$ cat config.mk
export PLATFORM = sky130hd
export DESIGN_NAME = rxen_seed_calc
export DESIGN_NICKNAME = d
export VERILOG_FILES = /design/src/rtl/rxen_calc_pkg.sv /design/src/rtl/rxen_lane_seq.sv /design/src/rtl/rxen_seed_unit.sv /design/src/rtl/rxen_gap_store.sv /design/src/rtl/rxen_final_unit.sv /design/src/rtl/rxen_seed_calc.sv
export SDC_FILE = /design/constraint.sdc
export NUM_CORES = 1
export LEC_CHECK = 0
export ABC_AREA = 1
export BUFFER_PORTS_ARGS = -buffer_cell sky130_fd_sc_hd__buf_2
export CELL_PAD_IN_SITES_DETAIL_PLACEMENT = 0
export CELL_PAD_IN_SITES_GLOBAL_PLACEMENT = 1
export CORE_UTILIZATION = 25
export CTS_CLUSTER_SIZE = 28
export DETAILED_ROUTE_END_ITERATION = 16
export PLACE_DENSITY_LB_ADDON = 0.1
export SLEW_MARGIN = 20
export SYNTH_ARGS = -nofsm -noshare
export SYNTH_HDL_FRONTEND = slang
export SYNTH_SLANG_ARGS = --single-unit
export TNS_END_PERCENT = 50
$ cat constraint.sdc
create_clock -name clk -period 8.5 [get_ports clk]
set_clock_uncertainty 0.2 [all_clocks]
set_input_delay 0.85 -clock clk [delete_from_list [all_inputs] [get_ports clk]]
set_output_delay 0.85 -clock clk [all_outputs]
set_load 0.02 [all_outputs]
$ cat src/rtl/rxen_calc_pkg.sv
package rxen_calc_pkg;

  typedef enum logic {
    PASS_SEED  = 1'b0,
    PASS_FINAL = 1'b1
  } pass_mode_e;

  // Pre-gross count kept in the phase-recovery preload: odd gross -> 1, even -> 2.
  function automatic int unsigned pregross_of(input int unsigned gross);
    return ((gross % 2) == 1) ? 1 : 2;
  endfunction

  // Gross count left after removing the pre-gross part, floored at zero.
  function automatic int unsigned gross_gap(input int unsigned gross, input int unsigned pre);
    return (gross >= pre) ? (gross - pre) : 0;
  endfunction

  // Saturating add of two delays against a ceiling.
  function automatic int unsigned sat_sum(input int unsigned a, input int unsigned b,
                                          input int unsigned ceil);
    return ((a + b) > ceil) ? ceil : (a + b);
  endfunction

  // Final delay: low read-back part plus kept gross difference plus one UI.
  function automatic int unsigned final_sum(input int unsigned rd_low, input int unsigned gap,
                                            input int unsigned one_ui);
    return rd_low + gap + one_ui;
  endfunction

endpackage

$ cat src/rtl/rxen_lane_seq.sv
module rxen_lane_seq
  import rxen_calc_pkg::*;
#(
  parameter int unsigned LANES = 8,
  localparam int unsigned LW = (LANES > 1) ? $clog2(LANES) : 1
) (
  input  logic          clk,
  input  logic          rst_n,
  input  logic          start,
  input  pass_mode_e    mode,
  output logic          busy,
  output pass_mode_e    mode_q,
  output logic [LW-1:0] lane,
  output logic          accept,
  output logic          last
);

  assign accept = start && !busy;
  assign last   = busy && (lane == LW'(LANES - 1));

  always_ff @(posedge clk or negedge rst_n) begin
    if (!rst_n) begin
      busy   <= 1'b0;
      lane   <= '0;
      mode_q <= PASS_SEED;
    end else if (accept) begin
      busy   <= 1'b1;
      lane   <= '0;
      mode_q <= mode;
    end else if (busy) begin
      if (last) busy <= 1'b0;
      else      lane <= lane + LW'(1);
    end
  end

endmodule

$ cat src/rtl/rxen_seed_unit.sv
module rxen_seed_unit
  import rxen_calc_pkg::*;
#(
  parameter int unsigned DW      = 10,
  parameter int unsigned FW      = 5,
  parameter int unsigned DEF_EST = 'h3B,
  localparam int unsigned GW     = DW - FW,
  localparam int unsigned DMAX   = (1 << DW) - 1
) (
  input  logic [DW-1:0] wl_dly,
  input  logic          ovr_en,
  input  logic [DW-1:0] ovr_est,
  output logic [DW-1:0] phrec_val,
  output logic [DW-1:0] rcven_val,
  output logic [DW-1:0] gap_val
);

  logic [DW-1:0] est;
  logic [DW-1:0] total;
  logic [GW-1:0] gross;
  logic [GW-1:0] pre;
  logic [GW-1:0] gap;
  logic [FW-1:0] fine;

  always_comb begin
    est       = ovr_en ? ovr_est : DW'(DEF_EST);
    total     = DW'(sat_sum(int'(wl_dly), int'(est), DMAX));
    gross     = total[DW-1:FW];
    fine      = total[FW-1:0];
    pre       = GW'(pregross_of(int'(gross)));
    gap       = GW'(gross_gap(int'(gross), int'(pre)));
    phrec_val = {pre, fine};
    rcven_val = {gross, {FW{1'b0}}};
    gap_val   = {gap, {FW{1'b0}}};
  end

endmodule

$ cat src/rtl/rxen_gap_store.sv
module rxen_gap_store #(
  parameter int unsigned LANES = 8,
  parameter int unsigned DW    = 10,
  localparam int unsigned LW   = (LANES > 1) ? $clog2(LANES) : 1
) (
  input  logic          clk,
  input  logic          rst_n,
  input  logic          we,
  input  logic [LW-1:0] lane,
  input  logic [DW-1:0] wdata,
  output logic [DW-1:0] rdata
);

  logic [DW-1:0] gap_q [LANES];

  for (genvar g = 0; g < LANES; g++) begin : g_lane
    always_ff @(posedge clk or negedge rst_n) begin
      if (!rst_n)                         gap_q[g] <= '0;
      else if (we && (lane == LW'(g)))    gap_q[g] <= wdata;
    end
  end

  assign rdata = gap_q[lane];

endmodule

$ cat src/rtl/rxen_final_unit.sv
module rxen_final_unit
  import rxen_calc_pkg::*;
#(
  parameter int unsigned DW     = 10,
  parameter int unsigned FW     = 5,
  parameter int unsigned RBW    = 8,
  parameter int unsigned GMW    = 4,
  localparam logic [DW-1:0] RD_MASK  = DW'((1 << RBW) - 1),
  localparam logic [DW-1:0] GAP_MASK = DW'(((1 << GMW) - 1) << FW),
  localparam int unsigned  ONE_UI    = 1 << FW
) (
  input  logic          clk,
  input  logic          rst_n,
  input  logic [DW-1:0] phrec_rd,
  input  logic [DW-1:0] gap,
  input  logic          clr,
  input  logic          upd,
  output logic [DW-1:0] final_val,
  output logic [DW-1:0] max_q
);

  logic [DW-1:0] rd_low;
  logic [DW-1:0] gap_m;

  always_comb begin
    rd_low    = phrec_rd & RD_MASK;
    gap_m     = gap & GAP_MASK;
    final_val = DW'(final_sum(int'(rd_low), int'(gap_m), ONE_UI));
  end

  always_ff @(posedge clk or negedge rst_n) begin
    if (!rst_n)                        max_q <= '0;
    else if (clr)                      max_q <= '0;
    else if (upd && final_val > max_q) max_q <= final_val;
  end

endmodule

$ cat src/rtl/rxen_seed_calc.sv
module rxen_seed_calc
  import rxen_calc_pkg::*;
#(
  parameter int unsigned LANES   = 8,
  parameter int unsigned DW      = 10,
  parameter int unsigned FW      = 5,
  parameter int unsigned RBW     = 8,
  parameter int unsigned GMW     = 4,
  parameter int unsigned DEF_EST = 'h3B,
  localparam int unsigned LW     = (LANES > 1) ? $clog2(LANES) : 1
) (
  input  logic          clk,
  input  logic          rst_n,
  input  logic          start,
  input  logic          mode,
  output logic          busy,
  output logic [LW-1:0] lane_idx,
  input  logic [DW-1:0] wl_dly,
  input  logic          ovr_en,
  input  logic [DW-1:0] ovr_est,
  input  logic [DW-1:0] phrec_rd,
  output logic          wr_phrec_en,
  output logic          wr_rcven_en,
  output logic [LW-1:0] wr_lane,
  output logic [DW-1:0] wr_phrec,
  output logic [DW-1:0] wr_rcven,
  output logic          done,
  output logic [DW-1:0] max_dly
);

  pass_mode_e    mode_q;
  logic          accept_start;
  logic          lane_last;
  logic          seed_step;
  logic          final_step;
  logic          final_clr;
  logic [DW-1:0] seed_phrec;
  logic [DW-1:0] seed_rcven;
  logic [DW-1:0] seed_gap;
  logic [DW-1:0] kept_gap;
  logic [DW-1:0] fin_dly;

  rxen_lane_seq #(.LANES(LANES)) u_seq (
    .clk    (clk),
    .rst_n  (rst_n),
    .start  (start),
    .mode   (pass_mode_e'(mode)),
    .busy   (busy),
    .mode_q (mode_q),
    .lane   (lane_idx),
    .accept (accept_start),
    .last   (lane_last)
  );

  assign seed_step  = busy && (mode_q == PASS_SEED);
  assign final_step = busy && (mode_q == PASS_FINAL);
  assign final_clr  = accept_start && (pass_mode_e'(mode) == PASS_FINAL);

  rxen_seed_unit #(.DW(DW), .FW(FW), .DEF_EST(DEF_EST)) u_seed (
    .wl_dly    (wl_dly),
    .ovr_en    (ovr_en),
    .ovr_est   (ovr_est),
    .phrec_val (seed_phrec),
    .rcven_val (seed_rcven),
    .gap_val   (seed_gap)
  );

  rxen_gap_store #(.LANES(LANES), .DW(DW)) u_store (
    .clk   (clk),
    .rst_n (rst_n),
    .we    (seed_step),
    .lane  (lane_idx),
    .wdata (seed_gap),
    .rdata (kept_gap)
  );

  rxen_final_unit #(.DW(DW), .FW(FW), .RBW(RBW), .GMW(GMW)) u_final (
    .clk       (clk),
    .rst_n     (rst_n),
    .phrec_rd  (phrec_rd),
    .gap       (kept_gap),
    .clr       (final_clr),
    .upd       (final_step),
    .final_val (fin_dly),
    .max_q     (max_dly)
  );

  always_ff @(posedge clk or negedge rst_n) begin
    if (!rst_n) begin
      wr_phrec_en <= 1'b0;
      wr_rcven_en <= 1'b0;
      wr_lane     <= '0;
      wr_phrec    <= '0;
      wr_rcven    <= '0;
      done        <= 1'b0;
    end else begin
      wr_phrec_en <= seed_step;
      wr_rcven_en <= busy;
      done        <= lane_last;
      if (busy) begin
        wr_lane  <= lane_idx;
        wr_phrec <= seed_phrec;
        wr_rcven <= seed_step ? seed_rcven : fin_dly;
      end
    end
  end

endmodule

; Word level (Yosys, flattened, before mapping)
; Index checks and enable logic that the tools add are counted.
[totals]
input_bits = 35
output_inout_bits = 40
reg_bits = 81
wordCells = 72
[op_classes]
mux = 16
n_reduce_logical = 19
order_cmp = 4
addsub = 5
eq_ne = 8
bitwise = 2
[op_table]
columns = cell, n
row1 = 2-to-1 mux 10 bit, 5
row2 = binary-select mux 10 bit (select 3 bit), 1
row3 = 2-to-1 mux 9 bit, 2
row4 = logical AND 1 bit, 14
row5 = "equality test 3 bit, second input constant", 4
row6 = adder 10 x 10 -> 11 bit, 1
row7 = "> comparator 11 x 10 -> 1 bit, second input constant", 1
row8 = "adder 10 x 6 -> 10 bit, second input constant", 1
row9 = adder 8 x 9 -> 10 bit, 1
row10 = > comparator 10 bit, 1
row11 = 2-to-1 mux 3 bit, 3
row12 = "equality test 3 x 2 -> 1 bit, second input constant", 2
row13 = >= comparator 5 bit, 1
row14 = 2-to-1 mux 5 bit, 1
row15 = subtractor 5 bit, 1
row16 = ">= comparator 4 bit, second input constant", 1
row17 = NOT 3 -> 4 bit, 1
row18 = nonzero test 2 bit, 2
row19 = "adder 3 x 1 -> 3 bit, second input constant", 1
row20 = "equality test 3 x 1 -> 1 bit, second input constant", 1
row21 = logical NOT 3 bit, 1
row22 = 2-to-1 mux 1 bit, 3
row23 = 2-to-1 mux 2 bit, 1
row24 = "inequality test 2 bit, second input constant", 1
row25 = other kinds (3), 3

; Depth between registers and ports, before layout
; Gate-level depths: netlist of run 1.
[depth]
depth_word = 10
mapped_depth = 20
depth_no_buf = 19

; Cells and area by module
; A second synthesis of run 1 with hierarchy kept.
[unflattened]
cells_unflattened = 957
area_unflattened_um2 = 6952.9
[modules_own_cells]
columns = mod, cells_per_inst, area_per_inst_um2, instances, seq_area_each_um2
row1 = rxen_gap_store, 518, 3772.4, 1, 2001.9
row2 = rxen_seed_calc, 119, 1064.8, 1, 650.6
row3 = rxen_final_unit, 118, 940.9, 1, 250.2
row4 = rxen_seed_unit, 173, 928.4, 1, 0.0
row5 = rxen_lane_seq, 29, 246.5, 1, 125.1

; Worst setup path after synthesis of run 1
; OpenSTA, ideal clock, no wires.
[synth_timing]
path_kind = register to register
start = register u_seq.lane[1]
end = register u_final.max_q[0]
setup_time_ns = 0.132
stages_incl_launch_ff = 19
arrival_ns = 3.277
n_path_buf = 1
synth_period_minus_slack_ns = 3.609
slack_ns = 4.891
t_required_ns = 8.168
path_cell_list = dfrtp_1 -> clkinv_1 -> o21ai_0 -> o22ai_1 -> nor2_1 -> a31oi_1 -> ha_1 -> ha_1 -> inv_1 -> fa_1 -> xnor2_1 -> ha_1 -> nand2_1 -> nor2_1 -> o211ai_1 -> o2111ai_1 -> nand2_1 -> clkbuf_1 -> o21ai_0
[synth_via]
elab_chain_cells = 9
[synth_rtl]
columns = element, line_no
row1 = from (decl), rxen_lane_seq.sv:13  ; output logic [LW-1:0] lane,
row2 = from (signal assigned), rxen_lane_seq.sv:32  ; else lane <= lane + LW'(1);
row3 = NOT 3 -> 4 bit (not written as such), rxen_gap_store.sv:23  ; assign rdata = gap_q[lane];
row4 = binary-select mux 10 bit (select 3 bit), rxen_gap_store.sv:23
row5 = 2-to-1 mux 9 bit (not written as such) (2 in a row), rxen_gap_store.sv:23
row6 = adder 8 x 9 -> 10 bit, rxen_calc_pkg.sv:27  ; return rd_low + gap + one_ui;
row7 = adder 10 x 6 -> 10 bit, rxen_calc_pkg.sv:27
row8 = > comparator 10 bit, rxen_final_unit.sv:34  ; else if (upd && final_val > max_q) max_q <= final_val;
row9 = logical AND 1 bit, rxen_final_unit.sv:34
row10 = nonzero test 2 bit (no source line), --
row11 = to (signal assigned), rxen_final_unit.sv:34
row12 = to (decl), rxen_final_unit.sv:19  ; output logic [DW-1:0] max_q
; No other way between the ends. The select of a mux whose other input is x is not followed.
; A chain may end at the register's enable or synchronous reset.

; Worst setup path in the final report of run 1
[layout_timing]
start = register u_seq.lane[0]
end = register u_final.max_q[3]
; Same word-level chain as after synthesis.

==> summary.md, run 1 <==
| Metric | Value |
|---|---|
| Clock power frac | 19.7% |
| Die extent in x | approximately 130 um |
| Worst Tran Pin Value | between 0.8 and 0.9 ns |
| WP buf/inv | 3 |
| WP data required | roughly 8.5 ns |
| Max Cap Viol | 0 |
| Global router's overall resource usage | approximately 14% |
| Grt ovf | 0 |
| TNS Setup | 0 ns |
| CP cell instances | inv_1 > o21ai_0 > o22ai_1 > nor2_1 > a31oi_1 > ha_1 > ha_1 > inv_1 > fa_1 > xnor2_1 > ha_1 > nand2_1 > nor2_1 > o211ai_1 > o2111ai_1 > nand2_1 > inv_1 > nand2_1 > nand2_1 |
| Post-synthesis compound-gate area fraction | slightly below 9% |
| Syn Inst Count | ~500 |
| Post-Place Cell Area | 4342 um^2 |
| Core Rows | 44 |
| CP arrival | about 4.7 ns |
| Area growth from synthesis to layout | 20.90% |
| Cell family with most CP delay | adder cells |
| Post-Synth Adder-Cell Area | between 10% and 20% |
| Ys async rst share | between 90% and 100% |
| Seq cells post-synth | between 60 and 70 |
| Share of cells above drive strength 1 | about 18% |
| Psw | around 0.84 mW |
| Sw Share | between 40% and 50% |
| Clock transition at path regs | about 0.050 ns |
| Clk sink count | 62 |
| Latest clock arrival within the worst-skew pair | about 0.34 ns |
| Initial core utilization | roughly a quarter |
| Setup CP Type | flop to flop |
| Post-CTS sizing | 0 |
| Synth warn | 0 |
| # fillers | about 1,600 |
| Synth unique cells | 36 |
| Mux share of post-synthesis cell area | 0% |
| Pins over their slew limit | 0 |
| Combinational share of power | between 50 and 60% |
| Fin. Hold Viols | 0 |
| Simple-gate share of the synthesized area | around 28% |
| Die height | about 130 um |
| Largest stage delay, worst path | approximately 0.67 ns |
| Fmax | between 0.2 and 0.25 GHz |
| Pwr Density | between 300 and 400 nW/um^2 |
| H-tree depth | 3 |
| DRC | 0 |
| Number of synthesized flops with an enable pin | 0 |
| Die ar. | 15,800 um^2 |
| Cts hold-fix bufs | 0 |
| Syn avg cell area | roughly 7.6 um^2 |
| PnR Total Power | around 1.8 mW |
| Drt pass-1 iters | 4 |
| Hold_ws | ~0.27 ns |
| Final nets | 642 |
| Antenna violations before repair | 0 |
| Largest family of logic cells by synthesized area | simple AND/OR/NAND/NOR gates |
| Root buf cell | clkbuf_16 |
| Total length of routed wires | 10.34 mm |
| Port bufs | around 70 |
| Core outline area | between 10,000 and 15,000 um^2 |
| Tmin final | 4.651 ns |
| Design area | between 4000 and 5000 um^2 |
| Post-Synthesis Cell Area | between 3000 and 4000 um^2 |
| Seq pwr share | roughly 30% |
| Vias | between 3,000 and 4,000 |
| Tcrit/Tclk final | around 55% |
| Crit Path Max Fanout | 17 |
| Largest net degree at the start of global routing | between 60 and 70 |
| Static leakage | about 2.5 nW |
| Post-Synth XOR/XNOR Area | 1.373% |
| TritonCTS clock tree | done |
| Internal power | just under 1 mW |
| Run status | finished clean |
| Hpwl dp | slightly below 8 mm |
| Register area share after synthesis | around two fifths |
| Worst min path class | flop to flop |
| CTS Buffer Depth | 2 |
| Commonest register cell after synthesis | dfrtp_1 |
| RSZ-0062 raised after global routing | no |
| CP most frequent cell | nand2_1 |
| First-pass GRT wire length | 17.13 mm |
| Vias in the first global route | 3,356 |
| Worst rel slew slack | between 40 and 50% |
| Diodes inserted | 0 |
| Max rail drop VDD | 0.1756 mV |
| Crit. End Element | flop |
| RD Place Congestion | approximately 0.77 |
| Setup Buffers After CTS | 0 |
| Ports | 75 |
| First DRT Iteration DRCs | 199 |
| Number of vias per cell | roughly 4.5 |
| ANT nets after route | 0 |
| Worst path slowest cell | dfrtp_1 |
| Routed WL per cell | 13.58 um |
| Total CTS buffers | 9 |
| Startpoint Class | flop |
| # setup viols final | 0 |
synthesized netlist by cell type, types with 2 or more instances:
cell	count	share of area, %
a22o_1	3	0.69
ha_1	33	11
xor2_1	2	0.46
nand3_1	49	6.4
buf_6	2	0.59
nand2_2	3	0.49
buf_4	3	0.59
or2_2	4	0.65
a22oi_1	2	0.39
xnor2_1	4	0.92
nand2_1	144	14
dfrtp_1	62	41
o211ai_1	2	0.39
fa_1	2	1.0
clkbuf_1	8	0.78
nor3_1	6	0.78
nor2_1	38	3.7
o21ai_0	28	3.7
a21oi_1	11	1.4
o22ai_1	6	0.98
a31oi_1	3	0.49
nor2_2	3	0.49
inv_1	66	6.5
inv_2	6	0.59
power groups by stage:
| stage | combinational (mW) | sequential [mW] | clock [mW] |
|---|---|---|---|
| floorplan | 0.575 | 0.613 | 0 |
| global placement | 0.928 | 0.554 | 0 |
| detailed placement | 0.937 | 0.555 | 0 |
| CTS | 0.940 | 0.551 | 0.373 |
| global route | 1.06 | 0.570 | 0.383 |
| finish | 0.921 | 0.548 | 0.359 |
cells by family after synthesis:
family / count (synthesis)
DFF: 62
other: 1
buffers and inverters: 86
adders and majority gates: 35
xor gates and xnor gates: 6
and+or+nand+nor: 253
AOI/OAI and AO/OA: 59
stage by stage:
step / setup WS [ns] / cells / utilization (%)
6_report: 3.849 / 761 / 31.35
2_1_floorplan: 4.891 / 504 / -
3_3_place_gp: 3.800 / 745 / 29.43
5_1_grt: 3.363 / 761 / 31.35
3_5_place_dp: 3.737 / 745 / 29.43
4_1_cts: 3.719 / 761 / 31.35
worst reg2reg max path: stages (launching register included):
cell       delay (ns)
dfrtp_1          0.67
inv_1            0.40
o21ai_0          0.27
o22ai_1          0.10
nor2_1           0.13
a31oi_1          0.08
ha_1             0.31
ha_1             0.16
inv_1            0.06
fa_1             0.38
xnor2_1          0.31
ha_1             0.30
nand2_1          0.08
nor2_1           0.07
o211ai_1         0.09
o2111ai_1        0.13
nand2_1          0.40
inv_1            0.23
nand2_1          0.11
nand2_1          0.05
metal layers:
layer  up-vias  share of wire, %  global-route usage, %
met2        69                44                  21.86
met1      1616                50                  18.51
met5         -                 0                      0
met3         8               4.7                  4.333
li1       1741                 -                      -
met4         0               1.1                  4.304
layout make-up:
cell class / instances / area [um^2] / area share (%)
multi-input combinational: 356 / 1933 / 41.79
sequential: 62 / 1551 / 33.54
timing repair buffer: 70 / 352.8 / 7.628
inverter: 73 / 274.0 / 5.924
clock buffer: 12 / 236.5 / 5.112
tap: 184 / 230.2 / 4.977
clock inverter: 4 / 47.55 / 1.028
path summary, 6_finish.rpt:
check / startpoint / to / slack [ns] / cells after the start
max: u_seq.lane[0] / u_final.max_q[3] / 3.85 / 19
min: u_store.gap_q[67] / u_store.gap_q[67] / 0.27 / 2
max reg2reg: u_seq.lane[0] / u_final.max_q[3] / 3.85 / 19
min reg2reg: u_store.gap_q[67] / u_store.gap_q[67] / 0.27 / 2
max in group asynchronous: rst_n / wr_rcven_en / 7.03 / 2
min in group asynchronous: rst_n / wr_rcven[1] / 0.48 / 2
flip-flops by register name (all words and copies together) (netlist names):
name,flops
done,1
u_final.max_q,10
u_seq.busy,1
u_seq.lane,3
u_seq.mode_q,1
u_store.gap_q,24
wr_lane,3
wr_phrec,7
wr_phrec_en,1
wr_rcven,10
wr_rcven_en,1
cells in the final DEF, fill, tap and decap left out, types with 2 or more instances in the layout:
cell type	n
nand2_1	144
xnor2_1	4
buf_2	69
dfrtp_1	62
nand2_2	3
nor3_1	6
clkbuf_1	3
clkinv_2	2
nand3_1	49
nor2_1	38
inv_1	66
o21ai_0	28
clkbuf_16	9
fa_1	2
xor2_1	2
ha_1	33
inv_2	6
a31oi_1	3
o211ai_1	2
nor2_2	3
or2_2	4
conb_1	3
a22oi_1	2
a21oi_1	11
o22ai_1	6
a22o_1	3
No activity file was read; power rests on OpenSTA's default activity.
==> run 2: changes to the inputs <==
clock period = 4.6 ns   (was 8.5 ns; I/O delays follow)
==> run 2 against run 1 <==
Setup slack lost 3.1 ns. Die area stayed put. Critical endpoint is now u_final.max_q[0]. Critical path type unchanged. Clock power increased by 72%. Final area increased by 0.68%. Fmax rose by 21%. Via count shrank 0.87%. Highest routed layer unchanged. Sequential share of layout area down 0.23 points. Sequential power grew 80%. Global-route usage is essentially flat. Wire length up 1.1%. Clock-buffer cell count shrank 2.
==> summary.md, run 2 (synthesis gave the netlist of run 1 again) <==
| Metric | Value |
|---|---|
| First DRT Iteration DRCs | between 150 and 200 |
| Latest clock arrival within the worst-skew pair | approximately 0.34 ns |
| Met1 WL | about 5.2 mm |
| Tcrit/Tclk final | a little over four fifths |
| Run status | finished clean |
| Clk sink count | a little over 60 |
| Total CTS buffers | 9 |
| RSZ-0062 raised after global routing | no |
| Clock power frac | a little under a fifth |
| Crit Path Max Fanout | 10 |
| Clock transition at path regs | 0.05 ns |
| Diodes inserted | 0 |
| Hpwl dp | 7.944 mm |
| Root buf cell | clkbuf_16 |
| Vias | approximately 3,400 |
| CTS Buffer Depth | 2 |
| Sw Share | a little under half |
| # setup viols final | 0 |
| Final nets | 648 |
| Commonest non-fill, non-tap cell in the layout | nand2_1 |
| Biggest register | u_store.gap_q |
| DRC | 0 |
| Pwr Density | between 700 and 800 nW/um^2 |
| Post-CTS sizing | 0 |
| Die extent in x | around 130 um |
| Die ar. | around 16,000 um^2 |
| Die height | 125.7 um |
| Worst min path class | input pin to flop |
| Fin. Hold Viols | 0 |
| Area growth from synthesis to layout | 21.71% |
| Setup Buffers After CTS | 0 |
| H-tree depth | 3 |
| Total length of routed wires | around 10 mm |
| Max Cap Viol | 0 |
| Number of vias per cell | approximately 4.4 |
| TNS Setup | 0 ns |
| Static leakage | around 2.5 nW |
| Global router's overall resource usage | between 10% and 20% |
| Seq pwr share | roughly 30% |
| Grt ovf | 0 |
| Cts hold-fix bufs | 1 |
| Tmin final | ~3.9 ns |
| Core outline area | about 15,000 um^2 |
| Fmax | roughly 0.26 GHz |
| Post-Layout Cell Count | 767 |
| Worst Tran Pin Value | roughly 0.69 ns |
| Antenna violations before repair | 0 |
| RD Place Congestion | 0.7471 |
| WP data required | 4.62 ns |
| Met3 WL | between 400 and 500 um |
| Drt pass-1 iters | 5 |
| Worst rel slew slack | 54.12% |
| First-pass GRT wire length | 17.19 mm |
| ANT nets after route | 0 |
| Crit. End Element | flop |
| # fillers | between 1,500 and 2,000 |
| Max rail drop VDD | approximately 0.25 mV |
| Most frequent cells in the layout | 144 x nand2_1, 69 x buf_2, 66 x inv_1, 62 x dfrtp_1, 49 x nand3_1 |
| Setup CP Type | flop to flop |
| Initial core utilization | about a quarter |
| Psw | 1.566 mW |
| Combinational share of power | 52.5% |
| Met2 wire len | roughly 4.7 mm |
| Ports | between 70 and 80 |
| Startpoint Class | flop |
| Port bufs | 69 |
| Largest net degree at the start of global routing | 52 |
| Routed WL per cell | around 14 um |
| Pins over their slew limit | 0 |
| Max Used Layer | met4 |
| Core Rows | 44 |
| Top Registers | u_store.gap_q (24), u_final.max_q (10), wr_rcven (10) |
| Placed cells | 750 |
| TritonCTS clock tree | done |
| Max reg flops | 24 |
| Internal power | between 1.5 and 2 mW |
| Vias in the first global route | ~3,400 |
| CP arrival | 3.87 ns |
| Share of cells above drive strength 1 | 18.87% |
[run 2: changes by cell type in the layout (fill, tap and decap cells not counted), sizes merged]
| cell | delta |
|---|---|
| buf | +5 |
| clkbuf | -2 |
| clkinv | +2 |
| bufinv | -1 |
| clkinvlp | +1 |
| dlygate4sd3 | +1 |
[run 2: per-layer routing]
metal	GRT usage [%]	vias to the layer above
li1	-	1754
met1	18.12	1577
met2	22.32	69
met3	4.588	4
met4	4.232	0
met5	0	-
[run 2: worst max-delay path, cell delays in order, from the launching register on]
cell and delay [ns]:
dfrtp_1 0.34, clkinv_1 0.24, o21ai_0 0.17, o22ai_1 0.12, nor2_1 0.11, a31oi_1 0.06, ha_1 0.31, ha_1 0.16
inv_1 0.05, fa_1 0.37, xnor2_1 0.19, ha_1 0.30, nand2_1 0.06, nor2_1 0.18, o211ai_1 0.13, o2111ai_1 0.11
nand2_1 0.23, buf_4 0.23, nand3_1 0.06, o21ai_0 0.10
[run 2: power groups by stage]
stage,sequential [mW],combinational (mW),clock [mW]
global placement,0.993,1.79,0
CTS,0.989,1.81,0.641
finish,0.984,1.77,0.617
detailed placement,0.994,1.80,0
floorplan,1.13,1.06,0
global route,1.02,2.02,0.666
[run 2: cell type report]
class / instances / area (um^2) / area share, %
timing repair buffer: 76 / 400.4 / 8.598
sequential: 62 / 1551 / 33.32
multi-input combinational: 356 / 1933 / 41.51
inverter: 73 / 274.0 / 5.884
clock buffer: 10 / 229.0 / 4.917
clock inverter: 6 / 38.79 / 0.8329
tap: 184 / 230.2 / 4.944
[run 2: path summary, 6_finish.rpt]
kind	start	end	slack, ns	depth (start not counted)
worst min-delay path	phrec_rd[2]	u_final.max_q[2]	0.16	3
worst max register to register	u_seq.lane[1]	u_final.max_q[0]	0.75	19
worst min register to register	wr_lane[0]	wr_lane[0]	0.28	2
max in group asynchronous	rst_n	u_store.gap_q[17]	2.89	3
worst max-delay path	u_seq.lane[1]	u_final.max_q[0]	0.75	19
min in group asynchronous	rst_n	u_final.max_q[4]	0.33	2
[run 2: through the flow]
step                hold WS (ns)  worst slack (ns)  total power, mW  util [%]  area, um^2
finish                    0.1615            0.7491            3.366     31.56        4657
global route              0.1791            0.3831            3.709     31.56        4657
CTS                       0.1478            0.6887            3.439     31.56        4657
detailed placement        0.1571            0.7029            2.796     29.68        4379
global placement          0.1597            0.7751            2.782     29.68        4379
floorplan               -0.03559            0.9906            2.196         -        3834
==> run 3: changes to the inputs <==
clock period = 3.55 ns   (was 4.6 ns; I/O delays follow)
==> run 3 against run 2 <==
Global-route usage rose by 0.83 points. Flip-flop and latch count did not move. Non-clock buffer count rose by 27. Wire length rose by 4.6%. Final area rose by 8.4%. Setup slack got worse by 0.62 ns. Power rose by 57%. Via count rose by 3.8%. Fmax rose by 12%. Utilization rose by 2.7 points. Critical path type unchanged. Largest cell class unchanged. Largest power group unchanged.
==> summary.md, run 3 (synthesis gave the netlist of run 1 again) <==
| Metric | Value |
|---|---|
| Total CTS buffers | 9 |
| Flop-to-flop setup slack | roughly 0.13 ns |
| Grt peak-use layer | met2 |
| Area of the multi-input gates | slightly above 2000 um^2 |
| Worst Tran Pin Value | roughly 0.63 ns |
| Most frequent cells in the layout | 141 x nand2_1, 70 x buf_2, 62 x inv_1, 60 x dfrtp_1, 48 x nand3_1 |
| Met3 usage | 3.398% |
| Startpoint of the worst setup timing path | u_seq.lane[0] |
| RD Place Congestion | ~0.74 |
| ANT nets after route | 0 |
| Area growth from synthesis to layout | 31.98% |
| Hpwl dp | just over 8 mm |
| Vias | ~3,500 |
| Crit. End Element | flop |
| Drt pass-1 iters | 4 |
| Reg2reg path depth | 18 |
| Clk sink count | 62 |
| Post-layout util | between 30% and 40% |
| Routed WL per cell | 13.76 um |
| CP arrival | ~3.5 ns |
| Final worst slack | between 0.1 and 0.15 ns |
| Max Cap Viol | 0 |
| Antenna violations before repair | 0 |
| Die height | 125.7 um |
| Die extent in x | approximately 130 um |
| Register area | 1554 um^2 |
| Run status | finished clean |
| Worst rel slew slack | 58.21% |
| DRC | 0 |
| WP data required | 3.57 ns |
| Clock transition at path regs | 0.06 ns |
| Worst setup endpoint | u_final.max_q[7] |
| H-tree depth | 3 |
| Largest stage delay, worst path | 0.46 ns |
| Crit Path Max Fanout | 6 |
| Pwr Density | around 1000 nW/um^2 |
| Core outline area | roughly 15,000 um^2 |
| Share of cells above drive strength 1 | between 20% and 30% |
| Static leakage | 2.709 nW |
| Placed cells | slightly below 800 |
| Biggest register | u_store.gap_q |
| Top Registers | u_store.gap_q (24), u_final.max_q (10), wr_rcven (10) |
| Fin. Hold Viols | 0 |
| RSZ-0062 raised after global routing | yes |
| Startpoint Class | flop |
| Pins over their slew limit | 0 |
| R2R Path Start | u_seq.lane[0] |
| Latest clock arrival within the worst-skew pair | about 0.34 ns |
| GR Layer Usage met1 | ~20% |
| Total length of routed wires | 10.93 mm |
| Largest net degree at the start of global routing | 26 |
| Tmin final | 3.424 ns |
| CP cell instances | buf_6 > nor2_4 > o22ai_2 > nor2_1 > a31oi_1 > ha_1 > ha_2 > inv_2 > fa_2 > xnor2_2 > ha_1 > nand2_2 > buf_4 > o2111ai_2 > nand2_2 > buf_6 > nand3_1 > o21ai_1 |
| Max reg flops | 24 |
| Setup CP Type | flop to flop |
| Post-Layout Cell Count | between 700 and 800 |
| Global Route met2 Usage | a little under a quarter |
| Global router's overall resource usage | roughly 15% |
| Worst path slowest cell | dfrtp_2 |
| Worst min path class | input pin to flop |
| Port bufs | 69 |
| Dpl ws | -0.01209 ns |
| Vias in the first global route | 3,491 |
| Tcrit/Tclk final | ~96% |
| Grt ovf | 0 |
| Initial core utilization | 25.93% |
| Final nets | between 600 and 700 |
| First DRT Iteration DRCs | between 100 and 150 |
| # setup viols final | 0 |
| Core Rows | 44 |
| Max rail drop VDD | between 0.3 and 0.4 mV |
| # fillers | approximately 1,600 |
| Root buf cell | clkbuf_16 |
| First-pass GRT wire length | roughly 18 mm |
| Fmax | 0.2920 GHz |
| Number of vias per cell | around 4.5 |
| Diodes inserted | 0 |
| Ports | 75 |
| Die ar. | about 16,000 um^2 |
| Worst r2r dst | u_final.max_q[7] |
| CTS Buffer Depth | 2 |
| TritonCTS clock tree | done |
| Commonest non-fill, non-tap cell in the layout | nand2_1 |
| PnR Total Power | 5.269 mW |
## run 3: metal layers
metal  share of wire, %  vias up
li1                   -     1810
met1                 49     1639
met2                 45       75
met3                5.3       11
met4                1.4        0
met5                  0        -
## run 3: report_power, final
part	internal [mW]	switching [mW]
sequential	1.06	0.250
combinational	1.27	1.71
clock	0.625	0.359
total	2.95	2.32
## run 3: cell type report
class,instances,area share [%]
multi-input combinational,356,39.89
clock buffer,9,4.460
clock inverter,7,2.081
sequential,62,30.77
inverter,73,5.550
timing repair buffer,103,12.69
tap,184,4.559
## run 3: metrics by stage
step	TNS [ns]	instance area, um^2	hold WS, ns
2_1_floorplan	0	3836	-0.1406
3_3_place_gp	0	4552	0.2118
3_5_place_dp	-0.02351	4552	0.2245
4_1_cts	0	4898	0.03919
5_1_grt	-0.9658	5050	0.06425
6_report	0	5050	0.05058
## run 3: worst max-delay path: cells and delay by family, from the launching register on
kind	cells	cell delay, ns
AO/OA/AOI/OAI	4	0.41
flip-flops	1	0.46
AND/OR/NAND/NOR	5	0.46
XOR/XNOR	1	0.16
adder cells (fa/ha/maj)	4	1.14
buffers and inverters	4	0.47
## run 3: worst min path at each step
| stage | from | end | depth (start not counted) |
|---|---|---|---|
| finish | phrec_rd[1] | u_final.max_q[1] | 3 |
| global placement | rst_n | wr_rcven[1] | 1 |
| detailed placement | rst_n | wr_rcven[2] | 1 |
| global route | phrec_rd[5] | u_final.max_q[5] | 2 |
| floorplan | rst_n | done | 0 |
| CTS | phrec_rd[1] | u_final.max_q[1] | 3 |
## run 3: timing repair
item | CTS | global route
hold endpoints to repair | 23 | 0
setup endpoints to repair | 5 | 10
hold buffers | 1 | 0
buffers inserted | 0 | 4
resized for setup | 3 | 36
cloned | 0 | 2
pin swaps | 3 | 12
